## config.mk

```make
export PLATFORM = sky130hd
export DESIGN_NAME = adc_seq_ctrl
export DESIGN_NICKNAME = d
export VERILOG_FILES = /design/src/rtl/adc_seq_ctrl.sv
export SDC_FILE = /design/constraint.sdc
export NUM_CORES = 1
export LEC_CHECK = 0
export BUFFER_PORTS_ARGS = -buffer_cell sky130_fd_sc_hd__clkbuf_2
export CAP_MARGIN = 20
export CORE_ASPECT_RATIO = 1.75
export CORE_MARGIN = 2
export CORE_UTILIZATION = 43
export CTS_CLUSTER_DIAMETER = 100
export DETAILED_ROUTE_END_ITERATION = 6
export PLACE_DENSITY = 0.72
export SLEW_MARGIN = 10
export SYNTH_ARGS = -nofsm -noshare
export SYNTH_HDL_FRONTEND = slang
export SYNTH_SLANG_ARGS = --single-unit
```

## constraint.sdc

```tcl
create_clock -name clk -period 4 [get_ports clk]
set_input_delay 0 -clock clk [delete_from_list [all_inputs] [get_ports clk]]
set_output_delay 0 -clock clk [all_outputs]
set_load 0.01 [all_outputs]
```

## src/rtl/adc_seq_ctrl.sv

```systemverilog
module adc_seq_ctrl #(
  parameter int NCH   = 16,
  parameter int SLOTS = 16,
  parameter int CFG_W = 3,
  parameter int NTRIG = 6,
  parameter int CNT_W = 10,
  localparam int CH_W = $clog2(NCH),
  localparam int SL_W = $clog2(SLOTS)
)(
  input  logic                   clk,
  input  logic                   rst_n,
  input  logic                   sw_start,
  input  logic                   hw_trig_en,
  input  logic [2:0]             trig_sel,
  input  logic [NTRIG-1:0]       trig_in,
  input  logic                   free_run,
  input  logic                   sleep_mode,
  input  logic                   fast_wake,
  input  logic [3:0]             startup_code,
  input  logic [1:0]             settle_code,
  input  logic                   per_ch_cfg,
  input  logic [CFG_W-1:0]       shared_cfg,
  input  logic [NCH*CFG_W-1:0]   ch_cfg,
  input  logic                   use_list,
  input  logic [NCH-1:0]         ch_enable,
  input  logic [SLOTS*CH_W-1:0]  seq_list,
  input  logic [SL_W-1:0]        seq_last,
  input  logic                   eoc,
  output logic                   soc,
  output logic                   eos,
  output logic                   busy,
  output logic [CH_W-1:0]        ch_sel,
  output logic [CFG_W-1:0]       cfg_out,
  output logic                   core_en,
  output logic                   ref_en
);

  typedef enum logic [2:0] {IDLE, WAKE, PREP, SETTLE, CONV, WAIT} st_t;

  st_t              st;
  logic [CNT_W-1:0] cnt;
  logic [CH_W-1:0]  cur;
  logic [SL_W-1:0]  slot;
  logic [CFG_W-1:0] last_cfg;
  logic [2:0]       sync;
  logic             eos_q;

  function automatic logic [CH_W:0] scan(input logic [NCH-1:0] en, input int from);
    logic [CH_W:0] r;
    r = '0;
    for (int i = NCH - 1; i >= 0; i--)
      if (en[i] && i >= from) r = {1'b1, i[CH_W-1:0]};
    return r;
  endfunction

  function automatic int wake_len(input logic [3:0] c);
    if (c < 4'd4)      return int'(c) * 8;
    else if (c < 4'd8) return 64 + (int'(c) - 4) * 16;
    else               return 512 + (int'(c) - 8) * 64;
  endfunction

  logic [7:0]       trig_pad;
  logic             hw_edge, start_req, has_work, is_last, need_settle;
  logic [CH_W:0]    first_num, next_num;
  logic [CH_W-1:0]  list_first, list_next;
  logic [SL_W-1:0]  slot_nx;
  logic [CNT_W-1:0] wake_n, settle_n;

  assign trig_pad    = 8'(trig_in);
  assign hw_edge     = sync[1] & ~sync[2];
  assign start_req   = sw_start | (hw_trig_en & hw_edge) | free_run;
  assign first_num   = scan(ch_enable, 0);
  assign next_num    = scan(ch_enable, int'(cur) + 1);
  assign slot_nx     = slot + 1'b1;
  assign list_first  = seq_list[CH_W-1:0];
  assign list_next   = seq_list[int'(slot_nx)*CH_W +: CH_W];
  assign has_work    = use_list | first_num[CH_W];
  assign is_last     = use_list ? (slot == seq_last) : !next_num[CH_W];
  assign wake_n      = CNT_W'(wake_len(startup_code));
  assign settle_n    = CNT_W'((1 << (int'(settle_code) + 1)) + 1);
  assign cfg_out     = per_ch_cfg ? ch_cfg[int'(cur)*CFG_W +: CFG_W] : shared_cfg;
  assign need_settle = per_ch_cfg && (cfg_out != last_cfg);

  always_ff @(posedge clk or negedge rst_n) begin
    if (!rst_n) begin
      st       <= IDLE;
      cnt      <= '0;
      cur      <= '0;
      slot     <= '0;
      last_cfg <= '0;
      sync     <= '0;
      eos_q    <= 1'b0;
    end else begin
      sync  <= {sync[1:0], (int'(trig_sel) < NTRIG) ? trig_pad[trig_sel] : 1'b0};
      eos_q <= 1'b0;
      case (st)
        IDLE: if (start_req && has_work) begin
          slot <= '0;
          cur  <= use_list ? list_first : first_num[CH_W-1:0];
          if (sleep_mode && wake_n != '0) begin
            cnt <= wake_n - 1'b1;
            st  <= WAKE;
          end else st <= PREP;
        end
        WAKE: if (cnt == '0) st <= PREP; else cnt <= cnt - 1'b1;
        PREP: if (need_settle) begin
          cnt <= settle_n - 1'b1;
          st  <= SETTLE;
        end else st <= CONV;
        SETTLE: if (cnt == '0) st <= CONV; else cnt <= cnt - 1'b1;
        CONV: begin
          last_cfg <= cfg_out;
          st       <= WAIT;
        end
        WAIT: if (eoc) begin
          if (is_last) begin
            eos_q <= 1'b1;
            st    <= IDLE;
          end else begin
            slot <= slot_nx;
            cur  <= use_list ? list_next : next_num[CH_W-1:0];
            st   <= PREP;
          end
        end
        default: st <= IDLE;
      endcase
    end
  end

  assign soc     = (st == CONV);
  assign eos     = eos_q;
  assign busy    = (st != IDLE);
  assign ch_sel  = cur;
  assign core_en = !sleep_mode || busy;
  assign ref_en  = !sleep_mode || fast_wake || busy;

endmodule

```

# After elaboration in Yosys (flattened, before gate mapping)
# Cells that the tools add are included.
dict set report op_classes {
  addsub 11
  mul 1
  n_div 0
  magnitude_cmp 20
  n_eq_ne 15
  n_shift 3
  mux 65
  bitwise_logic 6
  n_reduce_logical 34
}
# op n
set ops {}
lappend ops {{$mux 5} 32}
lappend ops {{$shiftx 64x7->4} 1}
lappend ops {{$mux 10} 6}
lappend ops {{$shiftx 48x7->3} 1}
lappend ops {{$ge 4x5->1 const A} 8}
lappend ops {{$mux 4} 8}
lappend ops {{$pmux 10 s3} 1}
lappend ops {{$sub 10x1->10 const B} 3}
lappend ops {{$ge 3x5->1 const A} 4}
lappend ops {{$logic_and 1x1->1} 19}
lappend ops {{$mux 3} 6}
lappend ops {{$pmux 3 s6} 1}
lappend ops {{$ne 2x2->1 const B} 8}
lappend ops {{$pmux 4 s2} 2}
lappend ops {{$add 10x10->10 const A} 1}
lappend ops {{$add 10x2->10 const B} 1}
lappend ops {{$add 8x9->10 const A} 1}
lappend ops {{$ge 1x5->1 const A} 2}
lappend ops {{$ge 2x5->1 const A} 2}
lappend ops {{$logic_not 10->1} 1}
lappend ops {{$reduce_bool 10->1} 1}
lappend ops {{$shl 1x3->10 const A} 1}
lappend ops {{$reduce_and 4->1} 2}
lappend ops {{$eq 3x2->1 const B} 2}
lappend ops {{other kinds (27)} 41}
dict set report totals {
  regBits 28
  latch_bits 0
  ram_bits 0
  rom_bits 0
  in_bits 160
  wordCells 162
  memories 0
}

# Logic depth before layout (Yosys ltp)
# Gate-level depths: netlist of the first run.
dict set report depth {
  depth_word 24
  ltp_mapped 13
  ltp_nobuf 10
}

# Worst setup path before layout of the first run
# OpenSTA, ideal clock, no wires.
dict set report synth_timing {
  path_kind {register to register}
  from {reg cur[0], in the netlist ch_sel[0]}
  to {reg slot[2]}
  t_arrival_ns 2.838
  required_ns 3.874
  setup_slack_ns 1.036
  stages_incl_launch_ff 13
  synth_period_minus_slack_ns 2.964
  cell_sequence {dfrtp_1 buf_4 inv_1 ha_1 clkbuf_1 buf_2 nor3_1 a21oi_1 a21oi_1 and3_1 a31oi_4 nor2_2 a221o_1}
}
dict set report synth_between {
  elab_chain_cells 23
  word_cells_on_any_way 53
  cone_classes {1 x add/sub; 16 x order compare; 1 x eq/ne; 17 x mux; 18 x reduce/logical}
}
# element line_no
set synth_lines {}
lappend synth_lines {{from (decl)} 42} ;# logic [CH_W-1:0] cur;
lappend synth_lines {{from (signal assigned)} 99} ;# cur <= use_list ? list_first : first_num[CH_W-1:0];
lappend synth_lines {{from (signal assigned)} 121} ;# cur <= use_list ? list_next : next_num[CH_W-1:0];
lappend synth_lines {{$add 4x1->5 (*)} 73} ;# assign next_num = scan(ch_enable, int'(cur) + 1);
lappend synth_lines {{$ge 4x5->1} 52} ;# if (en[i] && i >= from) r = {1'b1, i[CH_W-1:0]};
lappend synth_lines {{$logic_and 1x1->1} 52}
lappend synth_lines {{$mux 5 (15 in a row)} 52}
lappend synth_lines {{$mux 5 (*)} 52}
lappend synth_lines {{$logic_not 1->1 (*)} 78} ;# assign is_last = use_list ? (slot == seq_last) : !next_num[CH_W];
lappend synth_lines {{$mux 1 (*)} 78}
lappend synth_lines {{$ne 2x2->1 (no source line) (*)} n/a}
lappend synth_lines {{$reduce_and 4->1 (no source line) (*)} n/a}
lappend synth_lines {{to (signal assigned)} 120} ;# slot <= slot_nx;
lappend synth_lines {{to (decl)} 43} ;# logic [SL_W-1:0] slot;
# Mark *: on every way between the ends. The rest lies on a longest branch, timed or not.
# A chain may end at the register's enable or synchronous reset.

# Final worst setup path of the first run
# Same ends and word-level chain as after synthesis.

==> results of run 1 <==
==> final cells by class <==
cell class,instances,area (um^2),share of cell area
multi-input combinational,406,3200,0.621
timing repair buffer,182,946,0.184
sequential,28,701,0.136
tap,122,153,0.0297
clock buffer,4,88.8,0.0173
inverter,17,63.8,0.0124
==> routing by layer <==
layer / track usage / share of wire / wire [um] / vias to the layer above
li1: - / - / - / 2136
met1: 0.296 / 0.37 / 5050 / 2233
met2: 0.515 / 0.56 / 7680 / 145
met3: 0.0163 / 0.034 / 462 / 45
met4: 0.106 / 0.037 / 507 / 0
met5: 0 / 0 / 0 / -
==> Yosys cell counts, types with 8 or more instances <==
cell type,number,area (um^2)
ha_1,8,100
o21ai_0,22,110
nor2_1,35,131
inv_1,17,63.8
nor3_1,14,70.1
a31oi_1,9,56.3
mux2_2,11,124
mux2i_1,14,140
xor2_1,13,114
nand2_1,57,214
dfrtp_1,28,701
o21ai_1,9,45.0
mux4_2,35,788
nand3_1,8,40.0
nor2b_1,12,75.1
xnor2_1,11,96.3
buf_2,10,50.1
clkbuf_1,15,56.3
a21oi_1,31,155
==> cells by family after synthesis <==
| logic type | synth area share |
|---|---|
| AOI/OAI and AO/OA | 0.218 |
| xor gates and xnor gates | 0.0511 |
| adders and majority gates | 0.0243 |
| buffers and inverters | 0.0532 |
| DFF | 0.170 |
| muxes | 0.256 |
| and+or+nand+nor | 0.227 |
==> registers in the layout, indices dropped and copies added, names as in the netlist <==
signal    cells
eos           1
ch_sel        4
cnt          10
last_cfg      3
slot          4
sync          3
st            3
==> cell usage in the layout, fill, tap and decap left out, types with 9 or more instances in the layout <==
| cell type | n |
|---|---|
| o21ai_1 | 9 |
| dfrtp_1 | 28 |
| inv_1 | 17 |
| nor3_1 | 14 |
| o21ai_0 | 22 |
| clkbuf_2 | 171 |
| nor2b_1 | 12 |
| xor2_1 | 13 |
| nor2_1 | 35 |
| mux4_2 | 35 |
| xnor2_1 | 11 |
| mux2_2 | 11 |
| mux2i_1 | 14 |
| nand2_1 | 57 |
| a21oi_1 | 31 |
| a31oi_1 | 9 |
==> through the flow <==
step           cells  total power, mW
3_3_place_gp     752            0.670
2_1_floorplan    482            0.530
6_report         759            0.930
4_1_cts          759            0.931
3_5_place_dp     752            0.680
5_1_grt          759            0.984
==> power groups by stage <==
| stage | Combinational (mW) | Sequential [mW] | Clock, mW |
|---|---|---|---|
| detailed placement | 0.378 | 0.302 | 0 |
| global route | 0.419 | 0.297 | 0.268 |
| finish | 0.384 | 0.296 | 0.251 |
| floorplan | 0.230 | 0.300 | 0 |
| CTS | 0.382 | 0.296 | 0.253 |
| global placement | 0.369 | 0.301 | 0 |
==> worst reg2reg max path, stage by stage (launching register included) <==
cell      delay [ps]
dfrtp_1          470
inv_1            120
ha_1             630
nand2b_1         180
o311ai_1          80
a21oi_1          300
o21ai_0          150
and3_1           260
a31oi_4          340
nor2_2           110
a221o_1          350
==> final timing paths <==
kind	startpoint	to	slack (ps)	cells after the start
setup / recovery	ch_sel[0]	slot[2]	890	10
hold / removal	settle_code[0]	cnt[4]	100	3
setup reg to reg	ch_sel[0]	slot[2]	890	10
hold reg to reg	sync[0]	sync[1]	360	0
max in group asynchronous	rst_n	cnt[8]	3210	2
min in group asynchronous	rst_n	cnt[5]	310	2
==> what timing repair did <==
| action | 4_1_cts | 5_1_grt |
|---|---|---|
| gates resized for setup | 0 | 0 |
| hold endpoints to repair | 30 | 0 |
| hold buffers | 3 | 0 |
==> run summary, run 1 <==
Status: complete, no violations
Fill cell count: 925
Critical path, cell by cell: inv_1 > ha_1 > nand2b_1 > o311ai_1 > a21oi_1 > o21ai_0 > and3_1 > a31oi_4 > nor2_2 > a221o_1
Final WL: 13.7 mm
Crit path required time: 4150 ps
Pleak: 2.30 nW
Period minus WS final: 3110 ps
Max FO, Critical Path: 19
CTS Buf Count: 3
Crit-path slowest cell: ha_1
Slowest cell delay on critical path: 630 ps
Setup-failing EPs final: 0
Per-cell routed wire length: 18.0 um
Global-route usage over all layers: 0.266
Top-level port count: 172
Worst Path Buf+Inv: 1
Starting Density: 0.437
Predominant post-synthesis flop cell: dfrtp_1
CTS tree: done
Final Hold Viols: 0
DR pass1 iterations: 4
Sequential fraction of design power: 0.318
Psw: 0.296 mW
Placement-stage cell area: 5030 um^2
Pins Over Slew Limit: 0
VDD IR max: 126 uV
CP endpoint kind: register
Sw Share: 0.319
Pwr dens: 181 nW/um^2
Worst hold path class: in2reg
Place WS: 927 ps
Worst EP arrival: 3260 ps
Post-synth EDFFs: 0
Die height: 133 um
Antenna Nets Post-Route: 0
FMAX: 0.321 GHz
GR Overflow Total: 0
Syn_nets: 650
Nets@finish: 806
Via/cell ratio: 6.01
CTS sink cnt: 28
Netlist cell types: 74
Share of cells above drive strength 1: 0.389
Worst Slack Setup Final: 889 ps
Setup CP Type: reg2reg
Cell area after layout: 5150 um^2
First-pass GRT wire length: 22.4 mm
Gp weighted congestion: 0.959
Area growth syn-to-layout: 25.1%
Clock network fraction of total power: 0.269
Post-CTS setup buffer count: 0
Die area: 10400 um^2
Yosys reg bits: 28
Routed vias: 4559
Initial DRC count: 240
CP top delay family: compound AO/OA/AOI/OAI gates
Ys async rst share: 1.00
Htree depth: 1
Max-cap violations: 0
Drt drc: 0
Yosys Warn Count: 0
Layout Utilization: 0.547
RSZ-0062 raised after global routing: no
Comb power frac: 0.412
Synthesized cell area: 4120 um^2
Largest net degree at the start of global routing: 30
Sum Neg Setup Slack: 0 ps
Worst Skew: 5.63 ps
Clk Latency, worst-skew pair: 270 ps
Worst Hold Slack: 100 ps
Tcrit/Tclk final: 0.778
Core Region: 9410 um^2
Clock root buffer: clkbuf_16
Initial antenna violation count: 0
Worst-path clk slew: 70 ps
Width of the chip: 78.0 um
Antenna diodes: 0
Post-DP HPWL: 11.6 mm
Worst-Margin Slew: 736 ps
Internal: 0.634 mW
Mapped Cells: 482
Sequential-to-total area share from yosys stat: 0.170
Vias in the first global route: 4757
Row count: 47
Slew margin rel.: 0.506
Longest Clk Path Bufs: 2
Mean Syn Cell Area: 8.54 um^2
Crit path launch type: register
Port bufs: 171
No activity file was read; power rests on OpenSTA's default activity.
==> run 2, diff against run 1 <==
--- a/config.mk
+++ b/config.mk
@@ -12,7 +12,7 @@
 export CORE_UTILIZATION = 43
 export CTS_CLUSTER_DIAMETER = 100
 export DETAILED_ROUTE_END_ITERATION = 6
-export PLACE_DENSITY = 0.72
+export PLACE_DENSITY = 0.75
 export SLEW_MARGIN = 10
 export SYNTH_ARGS = -nofsm -noshare
 export SYNTH_HDL_FRONTEND = slang
==> constraint.sdc (replaced) <==
create_clock -name clk -period 2.7 [get_ports clk]
set_input_delay 0 -clock clk [delete_from_list [all_inputs] [get_ports clk]]
set_output_delay 0 -clock clk [all_outputs]
set_load 0.01 [all_outputs]
==> run 2 against run 1 <==
  * The run now ends with negative setup slack left
  * Via count grew 5.5%
  * Power rose by 60%
  * Utilization grew 5.9 points
  * Die area stayed put
  * Register-to-register slack worse by 930 ps
  * Clock-buffer cell count unchanged
==> run summary, run 2 (same netlist as run 1, synthesis figures left out) <==
FMAX: 0.364 GHz
Crit-path slowest cell: dfrtp_2
Core Region: 9410 um^2
VDD IR max: 213 uV
Port bufs: 171
Reg with most FFs: cnt
Critical path, cell by cell: buf_4 > inv_4 > ha_4 > or3_4 > a21oi_4 > nand2b_1 > a21oi_2 > and4b_2 > a31oi_4 > buf_6 > and3b_1 > a221o_1
Row count: 47
Drt drc: 0
Reg-to-Reg Start: ch_sel[0]
Gp weighted congestion: 0.959
Slowest cell delay on critical path: 430 ps
Share of cells above drive strength 1: 0.466
Clk Latency, worst-skew pair: 260 ps
Per-cell routed wire length: 18.2 um
Slew margin rel.: 0.477
Place WS: -137 ps
CTS sink cnt: 28
Overall power consumption: 1.49 mW
Worst Skew: 3.08 ps
Antenna diodes: 0
Worst-Margin Slew: 778 ps
Final WL: 14.7 mm
Failing checks: negative setup slack
Worst Path Buf+Inv: 3
Reg2Reg Depth: 12
Reg2reg end: slot[2]
Crit path launch type: register
Pleak: 2.58 nW
Hold_sp: trig_sel[1]
Die area: 10400 um^2
Post-DP HPWL: 12.0 mm
Initial antenna violation count: 0
Pwr dens: 262 nW/um^2
Busiest grt layer: met2
Pins Over Slew Limit: 0
Nets@finish: 853
Starting Density: 0.437
CP top delay family: simple AND/OR/NAND/NOR gates
Most common cell after layout, fill and taps aside: clkbuf_2
Via/cell ratio: 5.97
Worst Hold End: sync[0]
Worst Slack Setup Final: -43.7 ps
Setup CP Type: reg2reg
Setup-failing EPs final: 1
Longest Clk Path Bufs: 2
Die height: 133 um
Status: finished, violations left
Worst-path clk slew: 70 ps
DR pass1 iterations: 5
GR Overflow Total: 0
Htree depth: 1
Hold-critical path depth: 2
CTS Buf Count: 3
Final Hold Viols: 0
Crit path required time: 2850 ps
Met2 Use GR: 0.497
Global-route usage over all layers: 0.272
Worst EP arrival: 2890 ps
Vias in the first global route: 4838
RSZ-0062 raised after global routing: yes
Area growth syn-to-layout: 38.6%
CTS tree: done
Register-to-register setup slack: -40 ps
Fill cell count: 849
Max FFs per register: 10
Antenna Nets Post-Route: 0
Grt met1 use: 0.313
Width of the chip: 78.0 um
Largest net degree at the start of global routing: 29
Met3 GRT Util: 0.0237
Routed vias: 4810
Most frequent cells in the layout: clkbuf_2, nand2_1, buf_4, mux4_2, nor2_1
Initial DRC count: 246
Tcrit/Tclk final: 1.02
CP endpoint kind: register
First-pass GRT wire length: 23.0 mm
Top-level port count: 172
Layout Utilization: 0.606
Clock root buffer: clkbuf_16
Max FO, Critical Path: 12
Worst hold path class: in2reg
Max-cap violations: 0
Period minus WS final: 2740 ps
Sum Neg Setup Slack: -43.7 ps
run 2: cell count changes in the layout (fill, tap and decap cells not counted), sizes merged:
cell         delta
clkbuf          +1
buf            +47
dlygate4sd3     -1
run 2: layout make-up:
| class | instances | area, um^2 | share of cell area |
|---|---|---|---|
| multi-input combinational | 406 | 3330 | 0.584 |
| inverter | 17 | 66.3 | 0.0116 |
| timing repair buffer | 229 | 1360 | 0.238 |
| sequential | 28 | 704 | 0.124 |
| tap | 122 | 153 | 0.0268 |
| clock buffer | 4 | 88.8 | 0.0156 |
run 2: repair_timing:
action                                  4_1_cts  5_1_grt
endpoints found under the setup margin       18       20
pin swaps                                     0       13
buffers inserted                              0        6
hold buffers                                  2        0
hold endpoints to repair                     29        0
resized for setup                             4       23
cloned                                        0        2
run 2: worst register-to-register path: stages (launching register included):
cell and delay [ps]:
dfrtp_2 430, buf_4 160, inv_4 60, ha_4 240
or3_4 360, a21oi_4 140, nand2b_1 80, a21oi_2 180
and4b_2 290, a31oi_4 130, buf_6 150, and3b_1 160
a221o_1 250
run 2: power breakdown:
part / leakage [nW] / switching, mW / internal, mW
clock: 0.0442 / 0.142 / 0.227
sequential: 0.335 / 0.0112 / 0.429
combinational: 2.20 / 0.327 / 0.357
run 2: routing by layer:
metal | wire [um] | part of all wire | up-vias
met5 | 0 | 0 | -
li1 | - | - | 2242
met4 | 684 | 0.047 | 0
met1 | 5470 | 0.37 | 2341
met3 | 548 | 0.037 | 56
met2 | 8000 | 0.54 | 171
run 2: how the worst max path moves through the flow:
| stage | end | start | slack [ps] | cells after the start |
|---|---|---|---|---|
| 6_report | slot[2] | ch_sel[0] | -40 | 12 |
| 5_1_grt | slot[2] | ch_sel[0] | -160 | 12 |
| 4_1_cts | slot[2] | ch_sel[1] | -30 | 11 |
| 3_5_place_dp | slot[2] | ch_sel[1] | -140 | 9 |
| 3_3_place_gp | slot[2] | ch_sel[0] | -80 | 9 |
| 2_1_floorplan | slot[2] | ch_sel[0] | 5 | 12 |
run 2: through the flow:
stage,hold WS (ps),instance area (um^2),instances
global route,15.5,5700,806
detailed placement,94.1,5380,792
finish,14.5,5700,806
global placement,81.4,5380,792
CTS,7.64,5510,798
floorplan,-296,4160,482
